$ cat src/rtl/gpio_irq_pkg.sv
package gpio_irq_pkg;
  // Word index decoded from byte address bits [4:2]
  typedef enum logic [2:0] {
    RS_DIR  = 3'd0,
    RS_VAL  = 3'd1,
    RS_IEN  = 3'd2,
    RS_STAT = 3'd3,
    RS_PEND = 3'd4,
    RS_CLR  = 3'd5,
    RS_MODE = 3'd6,
    RS_POL  = 3'd7
  } reg_sel_e;

  localparam int unsigned SEL_LSB = 2;
  localparam int unsigned SEL_W   = 3;
  localparam int unsigned MAP_W   = SEL_LSB + SEL_W;
endpackage

$ cat src/rtl/gpio_sync.sv
module gpio_sync #(
  parameter int unsigned W      = 32,
  parameter int unsigned STAGES = 2
) (
  input  logic         clk,
  input  logic         rst,
  input  logic [W-1:0] d,
  output logic [W-1:0] q
);
  logic [W-1:0] stg [STAGES];

  always_ff @(posedge clk) begin
    if (rst) stg[0] <= '0;
    else     stg[0] <= d;
  end

  for (genvar s = 1; s < STAGES; s++) begin : g_stage
    always_ff @(posedge clk) begin
      if (rst) stg[s] <= '0;
      else     stg[s] <= stg[s-1];
    end
  end

  assign q = stg[STAGES-1];
endmodule

$ cat src/rtl/gpio_evt_detect.sv
module gpio_evt_detect #(
  parameter int unsigned W = 32
) (
  input  logic         clk,
  input  logic         rst,
  input  logic [W-1:0] lvl,
  input  logic [W-1:0] mode,
  input  logic [W-1:0] pol,
  output logic [W-1:0] evt
);
  logic [W-1:0] prev_q;

  always_ff @(posedge clk) begin
    if (rst) prev_q <= '0;
    else     prev_q <= lvl;
  end

  for (genvar i = 0; i < W; i++) begin : g_pin
    logic lvl_hit, rise, fall;
    always_comb begin
      lvl_hit = pol[i] ? lvl[i] : ~lvl[i];
      rise    = ~prev_q[i] &  lvl[i];
      fall    =  prev_q[i] & ~lvl[i];
      if (mode[i]) evt[i] = pol[i] ? fall : rise;
      else         evt[i] = lvl_hit;
    end
  end
endmodule

$ cat src/rtl/gpio_pend.sv
module gpio_pend #(
  parameter int unsigned W = 32
) (
  input  logic         clk,
  input  logic         rst,
  input  logic [W-1:0] evt,
  input  logic [W-1:0] clr_vec,
  input  logic [W-1:0] en,
  output logic [W-1:0] raw_q,
  output logic         irq_q
);
  always_ff @(posedge clk) begin
    if (rst) begin
      raw_q <= '0;
      irq_q <= 1'b0;
    end else begin
      // set wins over clear
      raw_q <= (raw_q & ~clr_vec) | evt;
      irq_q <= |(raw_q & en);
    end
  end
endmodule

$ cat src/rtl/gpio_regs.sv
module gpio_regs
  import gpio_irq_pkg::*;
#(
  parameter int unsigned NPINS  = 32,
  parameter int unsigned DATA_W = 32,
  parameter int unsigned ADDR_W = 5
) (
  input  logic              clk,
  input  logic              rst,
  input  logic              bus_wr,
  input  logic              bus_rd,
  input  logic [ADDR_W-1:0] bus_addr,
  input  logic [DATA_W-1:0] bus_wdata,
  output logic [DATA_W-1:0] bus_rdata,
  input  logic [NPINS-1:0]  pin_state,
  input  logic [NPINS-1:0]  raw_q,
  output logic [NPINS-1:0]  dir_q,
  output logic [NPINS-1:0]  out_q,
  output logic [NPINS-1:0]  en_q,
  output logic [NPINS-1:0]  mode_q,
  output logic [NPINS-1:0]  pol_q,
  output logic [NPINS-1:0]  clr_vec
);
  logic             hit;
  reg_sel_e         sel;
  logic [NPINS-1:0] wd;
  logic [NPINS-1:0] rd_mux;

  assign hit = (bus_addr[SEL_LSB-1:0] == '0) && ((bus_addr >> MAP_W) == '0);
  assign sel = reg_sel_e'(bus_addr[SEL_LSB +: SEL_W]);
  assign wd  = bus_wdata[NPINS-1:0];

  assign clr_vec = (bus_wr && hit && sel == RS_CLR) ? wd : '0;

  always_ff @(posedge clk) begin
    if (rst) begin
      dir_q  <= '1;
      out_q  <= '0;
      en_q   <= '0;
      mode_q <= '0;
      pol_q  <= '0;
    end else if (bus_wr && hit) begin
      case (sel)
        RS_DIR:  dir_q  <= wd;
        RS_VAL:  out_q  <= wd;
        RS_IEN:  en_q   <= wd;
        RS_MODE: mode_q <= wd;
        RS_POL:  pol_q  <= wd;
        default: ;
      endcase
    end
  end

  always_comb begin
    rd_mux = '0;
    if (hit) begin
      case (sel)
        RS_DIR:  rd_mux = dir_q;
        RS_VAL:  rd_mux = pin_state;
        RS_IEN:  rd_mux = en_q;
        RS_STAT: rd_mux = raw_q;
        RS_PEND: rd_mux = raw_q & en_q;
        RS_MODE: rd_mux = mode_q;
        RS_POL:  rd_mux = pol_q;
        default: rd_mux = '0;
      endcase
    end
  end

  always_ff @(posedge clk) begin
    if (rst)         bus_rdata <= '0;
    else if (bus_rd) bus_rdata <= DATA_W'(rd_mux);
  end
endmodule

$ cat src/rtl/gpio_irq_ctrl.sv
module gpio_irq_ctrl #(
  parameter int unsigned NPINS       = 32,
  parameter int unsigned DATA_W      = 32,
  parameter int unsigned ADDR_W      = 5,
  parameter int unsigned SYNC_STAGES = 2
) (
  input  logic              clk,
  input  logic              rst,
  input  logic              bus_wr,
  input  logic              bus_rd,
  input  logic [ADDR_W-1:0] bus_addr,
  input  logic [DATA_W-1:0] bus_wdata,
  output logic [DATA_W-1:0] bus_rdata,
  input  logic [NPINS-1:0]  pin_in,
  output logic [NPINS-1:0]  pin_out,
  output logic [NPINS-1:0]  pin_oe,
  output logic              irq
);
  logic [NPINS-1:0] sync_lvl;
  logic [NPINS-1:0] evt;
  logic [NPINS-1:0] raw_q;
  logic [NPINS-1:0] dir_q, out_q, en_q, mode_q, pol_q;
  logic [NPINS-1:0] clr_vec;
  logic [NPINS-1:0] pin_state;

  gpio_sync #(.W(NPINS), .STAGES(SYNC_STAGES)) u_sync (
    .clk(clk), .rst(rst), .d(pin_in), .q(sync_lvl)
  );

  gpio_evt_detect #(.W(NPINS)) u_det (
    .clk(clk), .rst(rst), .lvl(sync_lvl), .mode(mode_q), .pol(pol_q), .evt(evt)
  );

  gpio_pend #(.W(NPINS)) u_pend (
    .clk(clk), .rst(rst), .evt(evt), .clr_vec(clr_vec), .en(en_q),
    .raw_q(raw_q), .irq_q(irq)
  );

  assign pin_state = (dir_q & sync_lvl) | (~dir_q & out_q);

  gpio_regs #(.NPINS(NPINS), .DATA_W(DATA_W), .ADDR_W(ADDR_W)) u_regs (
    .clk(clk), .rst(rst),
    .bus_wr(bus_wr), .bus_rd(bus_rd), .bus_addr(bus_addr),
    .bus_wdata(bus_wdata), .bus_rdata(bus_rdata),
    .pin_state(pin_state), .raw_q(raw_q),
    .dir_q(dir_q), .out_q(out_q), .en_q(en_q),
    .mode_q(mode_q), .pol_q(pol_q), .clr_vec(clr_vec)
  );

  assign pin_out = out_q;
  assign pin_oe  = ~dir_q;
endmodule

$ cat config.mk
export PLATFORM = sky130hd
export DESIGN_NAME = gpio_irq_ctrl
export DESIGN_NICKNAME = d
export VERILOG_FILES = /design/src/rtl/gpio_irq_pkg.sv /design/src/rtl/gpio_sync.sv /design/src/rtl/gpio_evt_detect.sv /design/src/rtl/gpio_pend.sv /design/src/rtl/gpio_regs.sv /design/src/rtl/gpio_irq_ctrl.sv
export SDC_FILE = /design/constraint.sdc
export NUM_CORES = 1
export LEC_CHECK = 0
export BUFFER_PORTS_ARGS = -buffer_cell sky130_fd_sc_hd__buf_2
export CORE_MARGIN = 1.5
export CORE_UTILIZATION = 30
export CTS_CLUSTER_SIZE = 24
export DETAILED_ROUTE_END_ITERATION = 7
export PLACE_DENSITY = 0.56
export SLEW_MARGIN = 20
export SYNTH_ARGS = -nofsm -noshare
export SYNTH_HDL_FRONTEND = slang
export SYNTH_SLANG_ARGS = --single-unit
$ cat constraint.sdc
create_clock -name clk -period 2.26 [get_ports clk]
set_clock_uncertainty 0.15 [all_clocks]
set_input_delay 0.226 -clock clk [delete_from_list [all_inputs] [get_ports clk]]
set_output_delay 0.226 -clock clk [all_outputs]
set_load 0.05 [all_outputs]
# Word-level counts from Yosys, hierarchy flattened
# Memories as Yosys holds them, arrays and structs flattened.
# Index checks and enable logic that the tools add are counted.
dict set report op_classes {
  n_reduce_logical 10
  mux 104
  bitwise_logic 138
  eq_ne 7
}
# operator count
set op_table {}
lappend op_table {{$pmux 32 s7} 1}
lappend op_table {{$and 32x32->32} 4}
lappend op_table {{$mux 32} 4}
lappend op_table {{$mux 1} 99}
lappend op_table {{$and 1x1->1} 64}
lappend op_table {{$not 1->1} 64}
lappend op_table {{$not 32->32} 2}
lappend op_table {{$or 32x32->32} 2}
lappend op_table {{$reduce_or 32->1} 1}
lappend op_table {{$eq 3x3->1 const B} 4}
lappend op_table {{$reduce_and 2->1} 5}
lappend op_table {{$eq 3x2->1 const B} 2}
lappend op_table {{$eq 3x1->1 const B} 1}
lappend op_table {{$logic_not 3->1} 1}
lappend op_table {{$logic_and 1x1->1} 2}
lappend op_table {{$logic_not 2->1} 1}
lappend op_table {{$or 1x1->1} 2}
dict set report totals {
  reg_bits 257
  ramBits 64
  output_inout_bits 97
  mem_count 1
  in_bits 73
  elab_cells 269
}
# name words word_bits rd rd_clocked_by_memory_dff wr line_no
set mem_list {}
lappend mem_list {u_sync.stg 2 32 2 0 2 gpio_sync.sv:10} ;# logic [W-1:0] stg [STAGES];

# Depth between registers and ports, before layout
dict set report logic_depth {
  depth_word 7
  mapped_depth 8
  mapped_depth_nobuf 4
}

# Cells and area by module
# Synthesis repeated with hierarchy kept, for this count alone.
dict set report hier_totals {
  cells_unflattened 1710
  area_unflattened_um2 15049.4
}
# module n_inst seq_area_each_um2 cells_each area_each_um2
set by_module_without_submodules {}
lappend by_module_without_submodules {gpio_regs 1 3843.7 1129 9048.7}
lappend by_module_without_submodules {gpio_evt_detect 1 640.6 227 2230.9}
lappend by_module_without_submodules {gpio_sync 1 1281.2 135 1918.1}
lappend by_module_without_submodules {gpio_pend 1 660.6 155 1251.2}
lappend by_module_without_submodules {gpio_irq_ctrl 1 0.0 64 600.6}

# Worst setup path after synthesis
# No wires, ideal clock.
dict set report synth_path {
  path_kind {register to register}
  startpoint {register u_regs.out_q[16]}
  endpoint {register u_regs.bus_rdata[16]}
  setup_slack_ns 0.558
  n_path_buf 0
  t_arrival_ns 1.425
  setup_time_ns 0.127
  stages_incl_launch_ff 5
  period_less_slack_ns 1.702
  t_required_ns 1.983
  cell_sequence {dfxtp_1 mux2_2 a222oi_1 nor2_1 or3_1}
}
dict set report synth_via {
  elab_chain_len 4
}
# element line_no
set synth_lines {}
lappend synth_lines {{start, declared} gpio_regs.sv:18} ;# output logic [NPINS-1:0] out_q,
lappend synth_lines {{start signal, assigned} gpio_regs.sv:45} ;# RS_VAL: out_q <= wd;
lappend synth_lines {{$and 32x32->32} gpio_irq_ctrl.sv:39} ;# assign pin_state = (dir_q & sync_lvl) | (~dir_q & out_q);
lappend synth_lines {{$or 32x32->32} gpio_irq_ctrl.sv:39}
lappend synth_lines {{$pmux 32 s7} gpio_regs.sv:57} ;# case (sel)
lappend synth_lines {{$mux 32} gpio_regs.sv:56} ;# if (hit) begin
lappend synth_lines {{end signal, assigned} gpio_regs.sv:72} ;# else if (bus_rd) bus_rdata <= DATA_W'(rd_mux);
lappend synth_lines {{end, declared} gpio_regs.sv:14} ;# output logic [DATA_W-1:0] bus_rdata,
# No other way between the ends.
# A chain may end at the register's enable or synchronous reset.

# Worst setup path after layout
dict set report layout_path {
  startpoint {register u_pend.raw_q[23]}
  endpoint {register u_pend.irq_q}
}
dict set report layout_via {
  elab_chain_len 2
}
# element line_no
set layout_lines {}
lappend layout_lines {{start, declared} gpio_pend.sv:9} ;# output logic [W-1:0] raw_q,
lappend layout_lines {{start signal, assigned} gpio_pend.sv:18} ;# raw_q <= (raw_q & ~clr_vec) | evt;
lappend layout_lines {{$and 32x32->32} gpio_pend.sv:19} ;# irq_q <= |(raw_q & en);
lappend layout_lines {{$reduce_or 32->1} gpio_pend.sv:19}
lappend layout_lines {{end signal, assigned} gpio_pend.sv:19}
lappend layout_lines {{end, declared} gpio_pend.sv:10} ;# output logic irq_q
# No other way between the ends.

==> metrics.txt <==
peak supply drop 0.000524 V; die area 46,700 um^2; Worst Setup End Kind register; Placed Instances 2,298; Post-synth ARST share 0%; CP max FO 4; die width 216 um; H-tree Lvls 2; total nets after synthesis 1,669; Antenna Nets Post-Route 0; Most used DFF post-synth dfxtp_1; Clock Path Buffers 3; CP peak stage delay 420 ps; clock-pin slew on the worst setup and hold paths 60 ps; DRT Wirelength 46.9 mm; Syn Inst Count 1,596; standard-cell rows 77; f_max 545 MHz; total negative slack 0 ps; setup bufs post-CTS 0; CP Class register to register; hold_sp bus_addr[1]; Sink Count 321; DP HPWL 31.6 mm; Initial Util 30.6%; Max Cap Viol 0; post-layout util 38.3%; PwrDens 751 nW/um^2; Core Footprint 44,500 um^2; total global-route track usage 19.6%; Initial DRC Count 1,004; syn_area_per_cell 8.53 um^2; placed standard-cell area 15,200 um^2; clock latency at the later pin of the worst-skew pair 550 ps; min Tclk post-route 1830 ps; first-pass GRT wire length 71.2 mm; WP data arrival 2080 ps; Synth area leaders dfxtp_1 47%, nand2_1 8.6%, a21oi_1 6.9%; Leak Pwr 6.66 nW; relative slew slack 29.3%; GP Congestion 0.840; period utilization 81.2%; CP startpoint u_pend.raw_q[23]$_SDFF_PP0_; post-synthesis sequential area ratio 47.2%; Distinct cells, synth 49; post-synth top area share 47.2%; type of the worst min-delay path primary input to register; hold_buf cts 66; P&R area growth vs syn 25.3%; pins over their slew limit 0; Placement Setup Slack 259 ps; DR vias/cell 5.13; nets@finish 1,884; Fin. Hold Viols 0; worst r2r src u_pend.raw_q[23]$_SDFF_PP0_; num ports 170; largest net degree at the start of global routing 135; Critical Path Start Type register; 1st-pass router iterations 7; Num CTS Buffers 37; WL/cell 19.3 um; Non-Filler Instances 2,428; initial antenna violation count 0; mapped cell area 13,600 um^2; Clk Tree Root Cell clkbuf_16; CTS-repair resized insts 0; final setup violation count 0; share of cells above drive strength 1 18.4%; minimum hold slack 131 ps; Post-synth EDFFs 0; WHS Path Cells 5; status finished, final reports clean; Worst-Margin Slew 1060 ps; Vert. Die Dim 216 um; Pwr Total 12.8 mW; # diodes 0; final worst setup slack 425 ps; Slowest cell on crit path a221oi_1; Synth Warn # 0; GRT overflow 0; fin area 17,100 um^2; Remaining DRCs 0; via count 12,500; input/output buffers 169; Worst Reg2Reg Path Length in Cells 4; vias in the first global route 11,800; crit-path cells a22o_1 > a221oi_1 > nand4_1 > o31a_1; setup slack, reg-to-reg 430 ps; Data required, critical path 2510 ps; cell taking the most area after synthesis dfxtp_1; synthesized flop and latch total 321; RSZ-0062 raised after global routing no; CTS tree yes
[worst paths after layout]
| check | end |
|---|---|
| setup reg to reg | u_pend.irq_q$_SDFF_PP0_ |
| hold / removal | u_regs.bus_rdata[2]$_SDFFE_PP0P_ |
| hold reg to reg | u_sync.stg[1][5]$_SDFF_PP0_ |
| setup / recovery | u_pend.irq_q$_SDFF_PP0_ |
[layer usage]
layer | GRT usage (%) | vias to the layer above | routed length [um]
met5 | 0 | - | 0
met2 | 32.1 | 439 | 21600
met4 | 6.41 | 0 | 1220
li1 | - | 6017 | -
met3 | 4.17 | 76 | 3310
met1 | 25.7 | 5922 | 20700
[cell families (layout without fill, tap and decap cells)]
family	after synthesis	count (layout)	share of synthesized area (%)
buf+inv	183	423	5.70
simple gates	598	598	22.8
flops	321	321	47.2
compound gates	440	440	20.5
mux	22	22	1.79
xor+xnor	32	32	2.06
[registers in the layout, summed over array words and instances (netlist names)]
name,count
u_sync.stg,64
u_regs.en_q,32
u_pend.raw_q,32
u_regs.mode_q,32
u_regs.bus_rdata,32
u_pend.irq_q,1
u_regs.dir_q,32
u_regs.out_q,32
u_regs.pol_q,32
u_det.prev_q,32
[critical path: cells and delay by family (launching register included)]
kind | cells | cell delay [ps]
AOI/OAI and AO/OA | 3 | 1040
DFF | 1 | 330
and+or+nand+nor | 1 | 150
[power by group]
group | total (mW) | internal, mW | switching, mW | leakage [nW]
logic | 0.981 | 0.408 | 0.573 | 3.44
clock network | 5.89 | 3.50 | 2.39 | 0.596
registers | 5.93 | 5.80 | 0.131 | 2.62
total | 12.8 | 9.71 | 3.09 | 6.66
[layout by cell type, fill, tap and decap left out, drive strengths merged, types with 6 or more instances in the layout]
master / n
and3b: 12
nand3: 56
dlygate4sd3: 66
a222oi: 20
and4b: 11
mux2: 19
clkbuf: 57
a221oi: 39
or3b: 32
clkinv: 6
nor2: 7
and3: 9
nand2: 312
xnor2: 32
a21oi: 187
dfxtp: 321
a22o: 21
o211ai: 32
a22oi: 11
a32oi: 11
o21ai: 84
buf: 224
inv: 70
o22ai: 11
a221o: 12
nand3b: 44
nor2b: 99
[Yosys cell counts (all sizes together) (2+ instances only)]
cell type and count:
inv 69, nor2b 99, a22oi 11, a21oi 187, o22ai 11, a221oi 39, mux2i 3, nand4 4
o211ai 32, a2bb2oi 4, and3b 12, a22o 21, or3 2, o21ai 84, a222oi 20, clkbuf 70
or3b 32, nor2 7, dfxtp 321, a32oi 11, and4b 11, nand2 312, nand2b 3, mux2 19
nand3 56, nor3b 2, buf 44, xnor2 32, and3 9, a221o 12, nand3b 44, and2 3
[area by class of cell]
| class | count | area [um^2] |
|---|---|---|
| tap | 592 | 741 |
| clock buffer | 57 | 1150 |
| clock inverter | 7 | 38.8 |
| inverter | 69 | 259 |
| timing repair buffer | 290 | 2020 |
| fill | 4537 | 27500 |
| multi-input combinational | 1092 | 6420 |
| sequential | 321 | 6430 |
(Power assumes the default switching activity.)
